[src/rtl/cfgc_pkg.sv]
package cfgc_pkg;

    // Which source, if any, delivers a write to a register this cycle.
    typedef enum logic [1:0] {
        SRC_NONE = 2'd0,
        SRC_SER  = 2'd1,
        SRC_PIN  = 2'd2
    } wr_src_e;

    // Select the write source: pins own the registers in parallel mode.
    function automatic wr_src_e pick_src(input logic pin_mode,
                                         input logic ser_hit,
                                         input logic pin_chg);
        if (pin_mode)
            return pin_chg ? SRC_PIN : SRC_NONE;
        return ser_hit ? SRC_SER : SRC_NONE;
    endfunction

endpackage

[src/rtl/cfgc_pin_watch.sv]
module cfgc_pin_watch #(
    parameter int unsigned NUM_REGS = 4,
    parameter int unsigned DATA_W   = 8,
    localparam int unsigned BUS_W   = NUM_REGS * DATA_W
) (
    input  logic                clk,
    input  logic                rst_n,
    input  logic [BUS_W-1:0]    pins,
    output logic [NUM_REGS-1:0] chg
);

    typedef struct packed {
        logic [BUS_W-1:0] prev;
    } watch_t;

    watch_t w_d, w_q;

    // The previous sample is tracked in every mode, so entering parallel
    // mode does not create a false edge.
    always_comb begin
        w_d      = w_q;
        w_d.prev = pins;
    end

    always_ff @(posedge clk) begin
        if (!rst_n) w_q <= '0;
        else        w_q <= w_d;
    end

    for (genvar g = 0; g < NUM_REGS; g++) begin : g_cmp
        assign chg[g] = (pins[g*DATA_W +: DATA_W] != w_q.prev[g*DATA_W +: DATA_W]);
    end

endmodule

[src/rtl/cfgc_slot.sv]
module cfgc_slot #(
    parameter int unsigned DATA_W = 8,
    parameter int unsigned CNT_W  = 8,
    parameter int unsigned DELAY  = 3
) (
    input  logic              clk,
    input  logic              rst_n,
    input  logic              wr_en,
    input  logic [DATA_W-1:0] wr_data,
    output logic [DATA_W-1:0] active,
    output logic              win_open,
    output logic              pending
);

    localparam logic [CNT_W-1:0] LOAD = CNT_W'(DELAY);

    typedef struct packed {
        logic [DATA_W-1:0] active;
        logic [DATA_W-1:0] shadow;
        logic [CNT_W-1:0]  cnt;
        logic              pend;
    } slot_t;

    slot_t s_d, s_q;
    logic  open_w, last_w;

    always_comb begin
        s_d    = s_q;
        open_w = (s_q.cnt != '0);
        last_w = (s_q.cnt == CNT_W'(1));
        if (wr_en && (!open_w || last_w)) begin
            // Closed window, or the closing cycle: apply now and restart.
            s_d.active = wr_data;
            s_d.shadow = wr_data;
            s_d.cnt    = LOAD;
            s_d.pend   = 1'b0;
        end else if (wr_en) begin
            // Window running: hold the value and keep counting down.
            s_d.shadow = wr_data;
            s_d.pend   = (wr_data != s_q.active);
            s_d.cnt    = s_q.cnt - CNT_W'(1);
        end else if (open_w) begin
            s_d.cnt = s_q.cnt - CNT_W'(1);
            if (last_w) begin
                s_d.active = s_q.shadow;
                s_d.pend   = 1'b0;
            end
        end
    end

    always_ff @(posedge clk) begin
        if (!rst_n) s_q <= '0;
        else        s_q <= s_d;
    end

    assign active   = s_q.active;
    assign win_open = (s_q.cnt != '0);
    assign pending  = s_q.pend;

endmodule

[src/rtl/cfg_commit_gate.sv]
module cfg_commit_gate #(
    parameter int unsigned NUM_REGS = 4,
    parameter int unsigned DATA_W   = 8,
    parameter int unsigned CNT_W    = 8,
    parameter logic [NUM_REGS*CNT_W-1:0] DELAYS = {8'd12, 8'd5, 8'd3, 8'd0},
    localparam int unsigned ADDR_W  = (NUM_REGS > 1) ? $clog2(NUM_REGS) : 1,
    localparam int unsigned BUS_W   = NUM_REGS * DATA_W
) (
    input  logic                clk,
    input  logic                rst_n,
    input  logic                ser_wr_stb,
    input  logic [ADDR_W-1:0]   ser_wr_addr,
    input  logic [DATA_W-1:0]   ser_wr_data,
    input  logic                par_mode,
    input  logic [BUS_W-1:0]    par_pins,
    output logic [BUS_W-1:0]    active_cfg,
    output logic [NUM_REGS-1:0] win_open,
    output logic [NUM_REGS-1:0] pending
);
    import cfgc_pkg::*;

    logic [NUM_REGS-1:0] pin_chg;

    cfgc_pin_watch #(
        .NUM_REGS(NUM_REGS),
        .DATA_W  (DATA_W)
    ) u_watch (
        .clk  (clk),
        .rst_n(rst_n),
        .pins (par_pins),
        .chg  (pin_chg)
    );

    for (genvar g = 0; g < NUM_REGS; g++) begin : g_slot
        wr_src_e           src;
        logic              wr_en;
        logic [DATA_W-1:0] wr_data;

        always_comb begin
            src     = pick_src(par_mode,
                               ser_wr_stb && (ser_wr_addr == ADDR_W'(g)),
                               pin_chg[g]);
            wr_en   = (src != SRC_NONE);
            wr_data = (src == SRC_PIN) ? par_pins[g*DATA_W +: DATA_W] : ser_wr_data;
        end

        cfgc_slot #(
            .DATA_W(DATA_W),
            .CNT_W (CNT_W),
            .DELAY (int'(DELAYS[g*CNT_W +: CNT_W]))
        ) u_slot (
            .clk     (clk),
            .rst_n   (rst_n),
            .wr_en   (wr_en),
            .wr_data (wr_data),
            .active  (active_cfg[g*DATA_W +: DATA_W]),
            .win_open(win_open[g]),
            .pending (pending[g])
        );
    end

endmodule

[config.mk]
export PLATFORM = sky130hd
export DESIGN_NAME = cfg_commit_gate
export DESIGN_NICKNAME = d
export VERILOG_FILES = /design/src/rtl/cfgc_pkg.sv /design/src/rtl/cfgc_pin_watch.sv /design/src/rtl/cfgc_slot.sv /design/src/rtl/cfg_commit_gate.sv
export SDC_FILE = /design/constraint.sdc
export NUM_CORES = 1
export LEC_CHECK = 0
export BUFFER_PORTS_ARGS = -buffer_cell sky130_fd_sc_hd__buf_4
export CAP_MARGIN = 40
export CORE_ASPECT_RATIO = 0.75
export CORE_MARGIN = 3
export CORE_UTILIZATION = 45
export DETAILED_ROUTE_END_ITERATION = 6
export PLACE_DENSITY_LB_ADDON = 0.2
export SLEW_MARGIN = 20
export SYNTH_ARGS = -nofsm -noshare
export SYNTH_HDL_FRONTEND = slang
export SYNTH_SLANG_ARGS = --single-unit
[constraint.sdc]
create_clock -name clk -period 5 [get_ports clk]
set_clock_uncertainty 0.05 [all_clocks]
set_input_delay 1.5 -clock clk [delete_from_list [all_inputs] [get_ports clk]]
set_output_delay 1.5 -clock clk [all_outputs]
set_load 0.03 [all_outputs]
# [Word-level counts from Yosys, hierarchy flattened]
# Cells that the tools add are included.
[totals] regBits=132 input_bits=46 out_inout_bits=40 wordCells=161
[op_classes] n_addsub=4 n_eq_ne=23 muxes=53 bitwise=1 reduce_logical=60
[op_table] operator="$mux W8" count=20
[op_table] operator="$mux W25" count=4
[op_table] operator="$mux W9" count=8
[op_table] operator="$ne A8 B8 Y1" count=8
[op_table] operator="$reduce_bool A2 Y1" count=24
[op_table] operator="$eq A8 B1 Y1 const B" count=4
[op_table] operator="$reduce_bool A8 Y1" count=4
[op_table] operator="$sub A8 B1 Y8 const B" count=4
[op_table] operator="$mux W2" count=12
[op_table] operator="$eq A2 B2 Y1 const B" count=6
[op_table] operator="$reduce_and A3 Y1" count=4
[op_table] operator="$mux W1" count=9
[op_table] operator="$reduce_bool A3 Y1" count=3
[op_table] operator="$logic_and A1 B1 Y1" count=8
[op_table] operator="$ne A2 B2 Y1 const B" count=4
[op_table] operator="$reduce_and A2 Y1" count=4
[op_table] operator="$reduce_or A2 Y1" count=4
[op_table] operator="$logic_not A1 Y1" count=4
[op_table] operator="$logic_or A1 B1 Y1" count=4
[op_table] operator="$eq A2 B1 Y1 const B" count=1
[op_table] operator="$logic_not A2 Y1" count=1
[op_table] operator="$not A1 Y1" count=1

# [Longest topological paths before layout]
[depth] ltp_word=9 ltp_mapped=10 depth_no_buf=8

# [Cells and area by module]
# From an unflattened synthesis, not the netlist that was laid out.
[unflattened] hier_cells=682 hier_area_um2=6668.9
[by_module_without_submodules] module="cfgc_slot at g_slot[3].u_slot" instances=1 cells_each=129 area_each_um2=1311.3 seq_area_each_um2=500.5
[by_module_without_submodules] module="cfgc_slot at g_slot[2].u_slot" instances=1 cells_each=138 area_each_um2=1268.7 seq_area_each_um2=500.5
[by_module_without_submodules] module="cfgc_slot at g_slot[0].u_slot" instances=1 cells_each=129 area_each_um2=1238.7 seq_area_each_um2=500.5
[by_module_without_submodules] module="cfgc_slot at g_slot[1].u_slot" instances=1 cells_each=130 area_each_um2=1206.2 seq_area_each_um2=500.5
[by_module_without_submodules] module="cfgc_pin_watch" instances=1 cells_each=111 area_each_um2=1198.6 seq_area_each_um2=640.6
[by_module_without_submodules] module="cfg_commit_gate" instances=1 cells_each=45 area_each_um2=445.4 seq_area_each_um2=0.0

# [Worst setup path after synthesis]
# Ideal clock, no wire load.
[synth_timing] path_type="input to register" startpoint="input par_pins[28]" endpoint="register g_slot[3].u_slot.s_q[11] (netlist bit)" setup_time_ns=0.116 arrival_time_ns=2.923 t_required_ns=4.834 slack_ns=1.911 path_stages=8 path_buffers=3 cell_sequence="xnor2_1 nand4_1 o21ai_1 buf_4 buf_2 buf_2 o211ai_1 o211a_1"
[synth_via] elab_chain_cells=8 elab_cells_between_ends=11 classes_between="2 x eq/ne; 6 x mux; 3 x reduce/logical"
[synth_rtl] element="start, declared" line="cfg_commit_gate.sv:15" rtl="input logic [BUS_W-1:0] par_pins,"
[synth_rtl] element="$ne A8 B8 Y1 (*)" line="cfgc_pin_watch.sv:31" rtl="assign chg[g] = (pins[g*DATA_W +: DATA_W] != w_q.prev[g*DATA_W +: DATA_W]);"
[synth_rtl] element="$mux W2 (*)" line="cfgc_pkg.sv:15" rtl="return pin_chg ? SRC_PIN : SRC_NONE;"
[synth_rtl] element="$mux W2 (*)" line="cfgc_pkg.sv:14" rtl="if (pin_mode)"
[synth_rtl] element="$mux W2 (*)" line="cfgc_pkg.sv:16" rtl="return ser_hit ? SRC_SER : SRC_NONE;"
[synth_rtl] element="$eq A2 B2 Y1" line="cfg_commit_gate.sv:44" rtl="wr_data = (src == SRC_PIN) ? par_pins[g*DATA_W +: DATA_W] : ser_wr_data;"
[synth_rtl] element="$mux W8" line="cfg_commit_gate.sv:44"
[synth_rtl] element="$mux W8" line="cfgc_slot.sv:37" rtl="end else if (wr_en) begin"
[synth_rtl] element="$mux W25" line="cfgc_slot.sv:31" rtl="if (wr_en && (!open_w || last_w)) begin"
[synth_rtl] element="end signal, assigned" line="cfgc_slot.sv:52" rtl="if (!rst_n) s_q <= '0;"
[synth_rtl] element="end signal, assigned" line="cfgc_slot.sv:53" rtl="else s_q <= s_d;"
[synth_rtl] element="end, declared" line="cfgc_slot.sv:24" rtl="slot_t s_d, s_q;"
# Every way passes the cells marked *; elsewhere a longest branch is shown, timed or not. The select of a mux whose other input is x is not followed.
# A chain may end at the register's enable or synchronous reset.

# [Final worst setup path]
[layout_timing] startpoint="register g_slot[1].u_slot.s_q[4] (netlist bit)" endpoint="output win_open[1]"
[layout_via] elab_chain_cells=1
[layout_rtl] element="start, declared" line="cfgc_slot.sv:24"
[layout_rtl] element="start signal, assigned" line="cfgc_slot.sv:52"
[layout_rtl] element="start signal, assigned" line="cfgc_slot.sv:53"
[layout_rtl] element="$reduce_bool A8 Y1" line="cfgc_slot.sv:57" rtl="assign win_open = (s_q.cnt != '0);"
[layout_rtl] element="end, declared" line="cfg_commit_gate.sv:17" rtl="output logic [NUM_REGS-1:0] win_open,"
# Every way passes these cells.

==> summary.md <==
| Metric | Value |
|---|---|
| Critical path required time | `3.45 ns` |
| Flop pwr share | `33.8%` |
| Pint | `2.72 mW` |
| Longest Clk Path Bufs | `2` |
| Final hold vios | `0` |
| Max cap viols | `0` |
| Number of CTS-inserted buffers | `17` |
| Starting Density | `47.3%` |
| Placer Congestion | `0.867` |
| Wire per inst | `17.6 um` |
| Hold Buf Count CTS | `0` |
| Top FF cell, synth | `dfxtp_1` |
| Slew headroom | `48.4%` |
| Register area share after synthesis | `37.4%` |
| Antenna violations before repair | `0` |
| RSZ-0062 raised after global routing | `no` |
| Synthesized area | `0.00706 mm^2` |
| YS warnings | `0` |
| Final core utilization | `54.3%` |
| Post-CTS setup buffer count | `0` |
| Worst-Margin Slew | `0.774 ns` |
| Power Dens Cells | `548 mW/mm^2` |
| CTS HTree Levels | `4` |
| Drt total wl | `18.3 mm` |
| Area Overhead vs Synth | `14.7%` |
| Combinational share of power | `38.5%` |
| Synth unique cells | `72` |
| Max Clk Rate | `281 MHz` |
| Die area | `0.0173 mm^2` |
| Crit path time final | `3.56 ns` |
| Root Buffer | `clkbuf_16` |
| P_sw | `1.72 mW` |
| Core area | `0.0149 mm^2` |
| Die Span Y | `115 um` |
| # resized after CTS | `0` |
| HPWL Detailed | `13.1 mm` |
| Share of layout cells above drive strength 1 | `16.6%` |
| Die X | `151 um` |
| Antenna-violating nets left | `0` |
| CTS tree | `yes` |
| Vias per inst | `5.64` |
| Post-Syn Instances | `801` |
| Setup TNS | `0 ns` |
| Gr usage total | `22.0%` |
| First drt pass iteration count | `6` |
| First-pass GRT wire length | `29.9 mm` |
| Ant diodes | `0` |
| Tcrit/Tclk final | `71.2%` |
| Worst-path fanout max | `7` |
| CP endpoint kind | `output pin` |
| Critical path launch point type | `flip-flop` |
| Clock group share of total power | `27.7%` |
| IO Pins | `86` |
| Post-synth net total | `855` |
| CTS Sinks | `132` |
| Outcome | `finished clean` |
| Grt ovf | `0` |
| HP Class | `reg2reg` |
| DRC marker count from the first detailed-route iteration | `443` |
| Sw frac | `38.8%` |
| Largest net degree at the start of global routing | `76` |
| Number of synthesized flops with an enable pin | `0` |
| Clk_lat worst skew | `0.42 ns` |
| CP Class | `reg2out` |
| Ys async rst share | `0%` |
| Final net count | `883` |
| Syn Area/Cell | `8.82 um^2` |
| Peak supply drop | `0.000397 V` |
| DRC | `0` |
| Vias in the first global route | `5693` |
| Final Slew Violations | `0` |
| Static Leak | `3.38 nW` |
| Worst-path clk slew | `0.06 ns` |
| Final setup fails | `0` |
| Via count | `5874` |
| I/O Buffers | `85` |
| Crit path DAT | `2.01 ns` |
| Seq cells post-synth | `132` |
| Core Rows | `38` |
==> kinds of logic after synthesis <==
group,share of synthesized area [%]
simple gates,17.6
fa+ha+maj,1.42
buf+inv,8.29
xor+xnor,10.0
mux,2.27
compound gates,23.0
flops,37.4
==> power by group through the flow <==
stage	Sequential, mW	Combinational (mW)	Clock [mW]
detailed placement	1.52	1.71	0
floorplan	1.44	1.42	0
CTS	1.50	1.72	1.24
global placement	1.51	1.67	0
finish	1.50	1.71	1.23
global route	1.53	1.90	1.29
==> metrics by stage <==
stage               area (um^2)  total power [mW]  instances  hold WS [ns]  setup slack [ns]
CTS                        8100              4.46       1041         0.430              1.46
floorplan                  7060              2.86        801         0.394              1.91
detailed placement         7520              3.22       1010         0.423              1.25
global route               8100              4.71       1041         0.461              1.32
finish                     8100              4.44       1041         0.435              1.44
global placement           7520              3.17       1010         0.410              1.33
==> metal layers <==
layer / wire [um] / share of wire (%) / track usage, %
met5: 0 / 0 / 0
met4: 326 / 1.8 / 7.43
met3: 1400 / 7.6 / 5.26
met2: 7830 / 43 / 32.5
met1: 8780 / 48 / 31.6
==> state kept, by name, summed over array words and instances (netlist names) <==
| signal | cells |
|---|---|
| g_slot.u_slot.active | 32 |
| g_slot.u_slot.pending | 4 |
| g_slot.u_slot.s_q | 64 |
| u_watch.w_q | 32 |
==> worst max-delay path: stages, from the launching register on <==
cell	delay [ns]
dfxtp_1	0.36
nor4_1	0.39
nor3b_1	0.39
nand2_1	0.22
buf_4	0.22
==> cell type report <==
class	count	area (um^2)
flip-flops and latches	132	2640
fillers	1363	6830
clock buffers	22	474
clock inverters	9	104
repair buffers	92	691
inverters	27	101
multi-input cells	559	3840
well taps	200	250
==> cell usage in the layout (no fill, tap or decap), types with 16 or more instances in the layout <==
cell,instances
a21boi_0,27
a21oi_1,21
and2_1,38
buf_4,92
clkbuf_16,17
dfxtp_1,132
inv_1,27
mux2i_1,16
nand2_1,77
nor2_1,54
o211a_1,28
o211ai_1,34
o21ai_0,24
o22a_1,17
xnor2_1,54
xor2_1,27
==> Yosys cell counts (2+ instances only) <==
cell / number / area, um^2
dfxtp_1: 132 / 2640
nand2_1: 77 / 289
nor2_1: 54 / 203
xnor2_1: 54 / 473
buf_4: 41 / 308
and2_1: 38 / 238
o211ai_1: 34 / 255
clkbuf_1: 31 / 116
o211a_1: 28 / 280
a21boi_0: 27 / 203
inv_1: 27 / 101
xor2_1: 27 / 236
o21ai_0: 26 / 130
a21oi_1: 21 / 105
o22a_1: 17 / 149
mux2i_1: 16 / 160
nand4_1: 13 / 81.3
nand3_1: 10 / 50.1
buf_2: 9 / 45.0
o22ai_1: 9 / 56.3
ha_1: 8 / 100
nor3_1: 8 / 40.0
nand2b_1: 6 / 37.5
o21a_1: 5 / 37.5
or3_1: 5 / 31.3
a211oi_1: 4 / 30.0
a21boi_1: 4 / 30.0
o311ai_0: 4 / 35.0
a21oi_2: 3 / 26.3
a311oi_1: 3 / 26.3
a31oi_1: 3 / 18.8
nand4b_1: 3 / 26.3
nor2b_1: 3 / 18.8
nor4_1: 3 / 18.8
o21ai_1: 3 / 15.0
or4_1: 3 / 22.5
a2111oi_0: 2 / 17.5
a21o_1: 2 / 15.0
a22o_1: 2 / 17.5
and3b_1: 2 / 17.5
o221ai_1: 2 / 17.5
o31ai_1: 2 / 15.0
==> worst paths after layout <==
| kind | cells past startpoint | endpoint | slack [ns] | start |
|---|---|---|---|---|
| max | 4 | win_open[1] | 1.44 | g_slot[1].u_slot.s_q[4]$_SDFFE_PP0P_ |
| min | 2 | g_slot[0].u_slot.s_q[13]$_SDFFE_PN0P_ | 0.44 | g_slot[0].u_slot.s_q[13]$_SDFFE_PN0P_ |
| max reg2reg | 6 | g_slot[2].u_slot.s_q[2]$_SDFFE_PP0P_ | 2.38 | g_slot[2].u_slot.s_q[4]$_SDFFE_PP0P_ |
| min reg2reg | 2 | g_slot[0].u_slot.s_q[13]$_SDFFE_PN0P_ | 0.44 | g_slot[0].u_slot.s_q[13]$_SDFFE_PN0P_ |
(Power assumes the default switching activity.)
